$ cat config.mk
export PLATFORM = sky130hd
export DESIGN_NAME = seg_first_mask
export DESIGN_NICKNAME = d
export VERILOG_FILES = /design/src/rtl/sfm_pkg.sv /design/src/rtl/sfm_scan.sv /design/src/rtl/sfm_shape.sv /design/src/rtl/seg_first_mask.sv
export SDC_FILE = /design/constraint.sdc
export NUM_CORES = 1
export LEC_CHECK = 0
export BUFFER_PORTS_ARGS = -buffer_cell sky130_fd_sc_hd__buf_2
export CORE_ASPECT_RATIO = 2
export CORE_MARGIN = 2
export CORE_UTILIZATION = 55
export DETAILED_ROUTE_END_ITERATION = 8
export PLACE_DENSITY = 0.83
export SKIP_LAST_GASP = 1
export SLEW_MARGIN = 20
export SYNTH_ARGS = -nofsm -noshare
export SYNTH_HDL_FRONTEND = slang
export SYNTH_HIERARCHICAL = 1
export SYNTH_SLANG_ARGS = --single-unit
$ cat constraint.sdc
create_clock -name clk -period 3.5 [get_ports clk]
set_input_delay 0.175 -clock clk [delete_from_list [all_inputs] [get_ports clk]]
set_output_delay 0.175 -clock clk [all_outputs]
set_load 0.02 [all_outputs]
$ cat src/rtl/sfm_pkg.sv
package sfm_pkg;
   typedef enum logic [1:0] {
      SHAPE_BEFORE  = 2'b00,
      SHAPE_INCL    = 2'b01,
      SHAPE_ONLY    = 2'b10,
      SHAPE_RSVD    = 2'b11
   } shape_e;

   typedef enum logic {
      CHAIN_RIPPLE = 1'b0,
      CHAIN_PREFIX = 1'b1
   } chain_e;
endpackage

$ cat src/rtl/sfm_scan.sv
// Produces, for each bit, whether the setting state enters that bit from below.
// Per bit: kill = source bit set, gen = restart marker; state_out = (state_in | gen) & ~kill.
module sfm_scan #(
   parameter int unsigned     W     = 64,
   parameter sfm_pkg::chain_e CHAIN = sfm_pkg::CHAIN_PREFIX
) (
   input  logic         seed_i,
   input  logic [W-1:0] gen_i,
   input  logic [W-1:0] kill_i,
   output logic [W-1:0] cin_o
);
   localparam int unsigned LVL = (W > 1) ? $clog2(W) : 1;

   if (W < 2) begin : g_bad_width
      $error("sfm_scan: W must be at least 2");
   end

   if (CHAIN == sfm_pkg::CHAIN_RIPPLE) begin : g_ripple
      always_comb begin
         logic run;
         run = seed_i;
         for (int i = 0; i < W; i++) begin
            cin_o[i] = run;
            run      = (run | gen_i[i]) & ~kill_i[i];
         end
      end
   end else begin : g_prefix
      // carry-out of bit i as a (G,P) prefix; the seed is folded into bit 0
      logic [W-1:0] gg [0:LVL];
      logic [W-1:0] pp [0:LVL];

      always_comb begin
         pp[0]    = ~kill_i;
         gg[0]    = gen_i & ~kill_i;
         gg[0][0] = (seed_i | gen_i[0]) & ~kill_i[0];
         pp[0][0] = 1'b0;
      end

      for (genvar k = 0; k < LVL; k++) begin : g_lvl
         localparam int unsigned D = 1 << k;
         for (genvar i = 0; i < W; i++) begin : g_bit
            if (i >= D) begin : g_comb
               assign gg[k+1][i] = gg[k][i] | (pp[k][i] & gg[k][i-D]);
               assign pp[k+1][i] = pp[k][i] & pp[k][i-D];
            end else begin : g_pass
               assign gg[k+1][i] = gg[k][i];
               assign pp[k+1][i] = pp[k][i];
            end
         end
      end

      assign cin_o = {gg[LVL][W-2:0], seed_i};
   end
endmodule

$ cat src/rtl/sfm_shape.sv
// Turns the per-bit setting state into the selected output shape.
module sfm_shape #(
   parameter int unsigned W = 64
) (
   input  logic [W-1:0]    cin_i,
   input  logic [W-1:0]    gen_i,
   input  logic [W-1:0]    src_i,
   input  sfm_pkg::shape_e shape_i,
   output logic [W-1:0]    mask_o
);
   logic [W-1:0] active;

   assign active = cin_i | gen_i;

   always_comb begin
      unique case (shape_i)
         sfm_pkg::SHAPE_BEFORE: mask_o = active & ~src_i;
         sfm_pkg::SHAPE_INCL:   mask_o = active;
         sfm_pkg::SHAPE_ONLY:   mask_o = active & src_i;
         default:               mask_o = '0;
      endcase
   end
endmodule

$ cat src/rtl/seg_first_mask.sv
module seg_first_mask #(
   parameter int unsigned     W     = 64,
   parameter sfm_pkg::chain_e CHAIN = sfm_pkg::CHAIN_PREFIX
) (
   input  logic         clk,
   input  logic         rst,
   input  logic         start_i,
   input  logic [W-1:0] src_i,
   input  logic [W-1:0] marks_i,
   input  logic         marks_en_i,
   input  logic [1:0]   mode_i,
   output logic [W-1:0] result_o,
   output logic         done_o
);
   import sfm_pkg::*;

   if (W < 2) begin : g_bad_width
      $error("seg_first_mask: W must be at least 2");
   end

   logic [W-1:0] gen;
   logic [W-1:0] cin;
   logic [W-1:0] mask_n;
   logic         seed;

   assign gen  = marks_en_i ? marks_i : '0;
   assign seed = ~marks_en_i;

   sfm_scan #(.W(W), .CHAIN(CHAIN)) i_scan (
      .seed_i (seed),
      .gen_i  (gen),
      .kill_i (src_i),
      .cin_o  (cin)
   );

   sfm_shape #(.W(W)) i_shape (
      .cin_i   (cin),
      .gen_i   (gen),
      .src_i   (src_i),
      .shape_i (shape_e'(mode_i)),
      .mask_o  (mask_n)
   );

   always_ff @(posedge clk) begin
      if (rst) begin
         result_o <= '0;
         done_o   <= 1'b0;
      end else begin
         done_o <= start_i;
         if (start_i) result_o <= mask_n;
      end
   end

   // done follows a start by exactly one cycle
   assert_done_after_start_R11: assert property (@(posedge clk) disable iff (rst)
      start_i |=> done_o);
   assert_done_needs_start_R11: assert property (@(posedge clk) disable iff (rst)
      !start_i |=> !done_o);
   assert_hold_without_start_R11: assert property (@(posedge clk) disable iff (rst)
      !start_i |=> $stable(result_o));
   // reserved code clears the result
   assert_reserved_zero_R4: assert property (@(posedge clk) disable iff (rst)
      (start_i && mode_i == 2'b11) |=> (result_o == '0));
   // before-first never overlaps the source
   assert_before_disjoint_R1: assert property (@(posedge clk) disable iff (rst)
      (start_i && mode_i == 2'b00) |=> ((result_o & $past(src_i)) == '0));
   // without restart, only-first has at most one bit
   assert_only_single_R3: assert property (@(posedge clk) disable iff (rst)
      (start_i && mode_i == 2'b10 && !marks_en_i) |=> $onehot0(result_o));
   // without restart, including-first touches at most one source bit
   assert_incl_one_src_R2: assert property (@(posedge clk) disable iff (rst)
      (start_i && mode_i == 2'b01 && !marks_en_i) |=> $onehot0(result_o & $past(src_i)));
endmodule

Word-level counts from Yosys, hierarchy flattened
Index checks and enable logic that the tools add are counted.
- register bits after elaboration: 65
- bits in latches: 0
- bits in writable memories: 0
- bits in read-only memories: 0
- bits of input ports: 134
- output and inout bits: 65
- word-level logic and storage cells: 899
- memories: 0
- add/sub/neg operators: 0
- $mul: 0
- div/mod/pow operators: 0
- order comparisons: 0
- equality and inequality tests: 2
- shift-type cells: 0
- multiplexer cells: 2
- bitwise gates (word level): 892
- reduce and logical (&&, ||, !) cells: 1
- operators by type and width (kind ; count):
    1-bit AND ; 569
    1-bit bitwise OR ; 316
    64-bit case mux with 3 select lines ; 1
    64-bit AND ; 2
    64-bit two-way mux ; 1
    64-bit inverter ; 1
    64-bit bitwise OR ; 1
    63-bit AND ; 1
    2-bit by 1-bit equality test with 1-bit output (second input constant) ; 1
    2-bit equality test (second input constant) ; 1
    2-bit logical NOT ; 1
    1-bit inverter ; 2

Depth between registers and ports, before layout
- depth after elaboration: 16
- gate-level depth with buffers: 16
- depth with buffers taken out: 14

Modules after synthesis
Netlist, hierarchy kept.
- by module, submodules not included (module ; times used ; cells an instance ; area each (um^2) ; seq. area each (um^2)):
    seg_first_mask ; 1 ; 280 ; 2741.4 ; 1301.2
    sfm_scan ; 1 ; 471 ; 2688.8 ; 0.0
    sfm_shape ; 1 ; 270 ; 2068.2 ; 0.0

Worst setup path before layout
Ideal clock, no wire load.
- path kind: in2reg
- from: input port marks_en_i
- to: register result_o[47]
- setup time: 0.128 ns
- arrival time: 2.747 ns
- data required time: 3.372 ns
- slack: 0.626 ns
- stages on the path: 16
- path buffers: 2
- cells stage by stage: buf_2 > clkbuf_1 > inv_1 > o21ba_1 > o311a_1 > and4_1 > or4_4 > a41o_4 > a21boi_4 > o21a_1 > o21ai_1 > a31o_1 > nor2_1 > nor2_1 > mux2i_1 > nor2_1
- elaborated cells between the ends (all ways): 101
- those cells by class: 2 x mux; 99 x bitwise
- RTL lines (element ; line ; text):
    from (decl) ; seg_first_mask.sv:10 ; input logic marks_en_i,
    1-bit inverter (*) ; seg_first_mask.sv:27 ; assign seed = ~marks_en_i;
    net seed ; seg_first_mask.sv:24 ; logic seed;
    1-bit bitwise OR (*) ; sfm_scan.sv:35 ; gg[0][0] = (seed_i | gen_i[0]) & ~kill_i[0];
    1-bit AND (*) ; sfm_scan.sv:35 ;
    net cin[1] ; seg_first_mask.sv:22 ; logic [W-1:0] cin;
    1-bit AND (*) ; sfm_scan.sv:43 ; assign gg[k+1][i] = gg[k][i] | (pp[k][i] & gg[k][i-D]);
    1-bit bitwise OR (*) ; sfm_scan.sv:43 ;
    net cin[3] ; seg_first_mask.sv:22 ;
    (+4 left out) ; - ;
    net cin[15] ; seg_first_mask.sv:22 ;
    1-bit AND (*) ; sfm_scan.sv:43 ;
    1-bit bitwise OR (*) ; sfm_scan.sv:43 ;
    net cin[47] ; seg_first_mask.sv:22 ;
    64-bit bitwise OR (*) ; sfm_shape.sv:13 ; assign active = cin_i | gen_i;
    64-bit AND, on equally long branches ; sfm_shape.sv:19, sfm_shape.sv:17 ;
    64-bit case mux with 3 select lines (*) ; sfm_shape.sv:16 ; unique case (shape_i)
    net mask_n[47] ; seg_first_mask.sv:23 ; logic [W-1:0] mask_n;
    to (signal assigned) ; seg_first_mask.sv:50 ; if (start_i) result_o <= mask_n;
    to (decl) ; seg_first_mask.sv:12 ; output logic [W-1:0] result_o,
The timed path passes the listed nets; every way through them passes the cells marked *.
A chain may end at the register's enable or synchronous reset.

Final worst setup path
- from: input port marks_en_i
- to: register result_o[63]
- elaborated cells between the ends (all ways): 133
- those cells by class: 2 x mux; 131 x bitwise
- RTL lines (element ; line ; text):
    64-bit two-way mux (*) ; seg_first_mask.sv:26 ; assign gen = marks_en_i ? marks_i : '0;
    net gen[23] ; seg_first_mask.sv:21 ; logic [W-1:0] gen;
    63-bit AND (*) ; sfm_scan.sv:34 ; gg[0] = gen_i & ~kill_i;
    1-bit AND (*) ; sfm_scan.sv:43 ;
    1-bit bitwise OR (*) ; sfm_scan.sv:43 ;
    1-bit AND (*) ; sfm_scan.sv:43 ;
    1-bit bitwise OR (*) ; sfm_scan.sv:43 ;
    1-bit AND (*) ; sfm_scan.sv:43 ;
    1-bit bitwise OR (*) (3 in a row) ; sfm_scan.sv:43 ;
    1-bit AND (*) ; sfm_scan.sv:43 ;
    1-bit bitwise OR (*) ; sfm_scan.sv:43 ;
    net cin[63] ; seg_first_mask.sv:22 ;
    64-bit bitwise OR (*) ; sfm_shape.sv:13 ;
    64-bit AND, on equally long branches ; sfm_shape.sv:19, sfm_shape.sv:17 ;
    64-bit case mux with 3 select lines (*) ; sfm_shape.sv:16 ;
    net mask_n[63] ; seg_first_mask.sv:23 ;
Marks and branches as above.

==> metrics.txt <==
Tmin final=between 3 and 4 ns; Total GRT Usage=0.320; number of port buffers=~200; Setup TNS=0 ns; Reg2Reg Setup Slack=~2.8 ns; skew final=0 ns; pins over their slew limit=0; clock root buffer=clkbuf_16; clock tree from TritonCTS=built; gpl congestion=just over 1; status=complete, no violations; initial antenna violation count=1; switching share of power=0.342; LEAKAGE=around 4.2 nW; post-CTS setup buffer count=0; clk buf depth=2; CP Class=in2reg; top-count cell post-synth=nor2_1; fin nets=1,331; Seq/Total Area, Yosys=0.174; Syn Inst Count=1,021; final WL=approximately 24,000 um; clock power share=0.353; final setup violation count=0; total grt overflow=0; pin count of the biggest net entering global routing=65; M2 GR Usage=0.592; dpl cells=roughly 1,300; Design Area, Final=around 8700 um2; Mapped Nets=approximately 1,200; Synth warnings=6; Clk pin slew, worst setup/hold paths=0.06 ns; Overall Power=2.67 mW; hold_buf cts=0; EDFF count, synth=0; Seq pwr share=0.298; clock latency on the worst-skew pair=0.33 ns; Starting Density=0.561; worst min path class=in2reg; max_cap viols=0; CP arrival=3.30 ns; placed standard-cell area=8400 um2; final worst slack=0.462 ns; nature of the critical path startpoint=input pin; required time worst endpoint=3.77 ns; cts repair resizes=0; fmax=~330 MHz; post-synth top area cell=dfxtp_1; Final Util=0.652; die height=~170 um; Avg WL per Cell=17.7 um; via count=just under 8,000; combinational share of power=0.349; top-area cell type share of the netlist area=0.174; crit path capture type=flip-flop; total net switching power=~910 uW; drt pass-1 iters=6; Core Area=approximately 13,000 um2; I/O Pins=roughly 200; number of distinct library cells after synthesis=76; M3 GR Usage=0.0434; die outline area=approximately 15,000 um2; share of post-route cells with drive strength above 1=0.256; Crit Path Max Fanout=31; Synth async-reset ratio=0; PwrDens=between 300 and 400 nW/um2; H-tree depth=3; drt initial violations=408; worst vdd ir=roughly 0.24 mV; RSZ-0062 raised after global routing=false; synthesized area per cell=about 7.3 um2; # rows=60; post-route insts no fill=about 1,400; #FFs+latches synth=65; Int Power=around 1.8 mW; CTS Sinks=65; commonest cells in the netlist=261 x nor2_1, 69 x and2_1, 65 x dfxtp_1, 64 x mux2i_1, 64 x xnor2_1; Horiz. Die Dim=approximately 87 um; Synth Cell Area=7500 um2; Final ANT Viol Nets=0; met1 Usage GRT=0.312; routed vias/inst=between 5 and 6; vias in the first global route=7,829; top post-synthesis cells by area=dfxtp_1 17%, nor2_1 13%, nand2b_4 11%; DP Worst Slack=0.121 ns; Hold Fails Final Rpt=0; ys flop type=dfxtp_1; measured slew at the worst slew-check pin=approximately 1.1 ns; hpwl dp=about 19,000 um; # DRC=0; Tcrit/Tclk final=0.868; CTS buffer count=9; P&R area growth vs syn=16.2%; GR peak layer=met2; first-pass GRT wire length=about 37,000 um; Hold WS=about 0.33 ns; Slew headroom=0.252
metal layers:
layer | vias to the layer above | routed length (um)
li1 | 3813 | -
met1 | 3655 | 8280
met2 | 326 | 13000
met3 | 123 | 1120
met4 | 0 | 1670
met5 | - | 0
placed cells by master (no fill, tap or decap), drive strengths merged, types with 16 or more instances in the layout:
master,count
inv,59
xnor2,64
nor2,262
nor4,16
nor3,16
o21ai,39
nand2,26
nor2b,21
dfxtp,65
mux2i,64
a21oi,59
nand2b,74
and2,69
buf,207
logic make-up after synthesis:
kind of cell,count (synthesis),share of synthesized area
buf+inv,101,0.0771
xor+xnor,64,0.0748
simple gates,522,0.398
mux,64,0.0854
flops,65,0.174
compound gates,205,0.191
cell type report:
type                    instances  area (um2)
diodes                          1        2.50
clock buffers                  12         256
clock inverters                 4        51.3
fillers                      1295        4650
inverters                      59         221
multi-input cells             855        5620
flip-flops and latches         65        1300
well taps                     155         194
repair buffers                207        1070
power by group through the flow:
stage	clock [mW]	combinational, mW	sequential [mW]
2_1_floorplan	0	0.592	0.855
3_3_place_gp	0	0.912	0.812
3_5_place_dp	0	0.919	0.812
4_1_cts	0.960	0.925	0.797
5_1_grt	0.988	1.01	0.800
6_report	0.942	0.933	0.797
final timing paths:
check / from / to / depth (start not counted)
worst min register to register: result_o[36] / result_o[36] / 2
worst max register to register: result_o[9] / result_o[9] / 2
worst max-delay path: marks_en_i / result_o[63] / 16
worst min-delay path: src_i[62] / result_o[63] / 6
critical path: stages:
cell and delay (ns):
buf_2 0.25, buf_4 0.33, and2_1 0.24, nor2b_1 0.19, o21ai_0 0.13, a2111oi_0 0.45
o41ai_1 0.19, nand4b_1 0.15, o211ai_2 0.12, o21ai_2 0.30, nand3b_1 0.15, a221oi_2 0.26
nor2_1 0.06, nor2_1 0.10, mux2i_1 0.08, nor2_1 0.11
flip-flops by register name (all words and copies together) (netlist names):
| register | flops |
|---|---|
| result_o | 64 |
| done_o | 1 |
(Power assumes the default switching activity.)
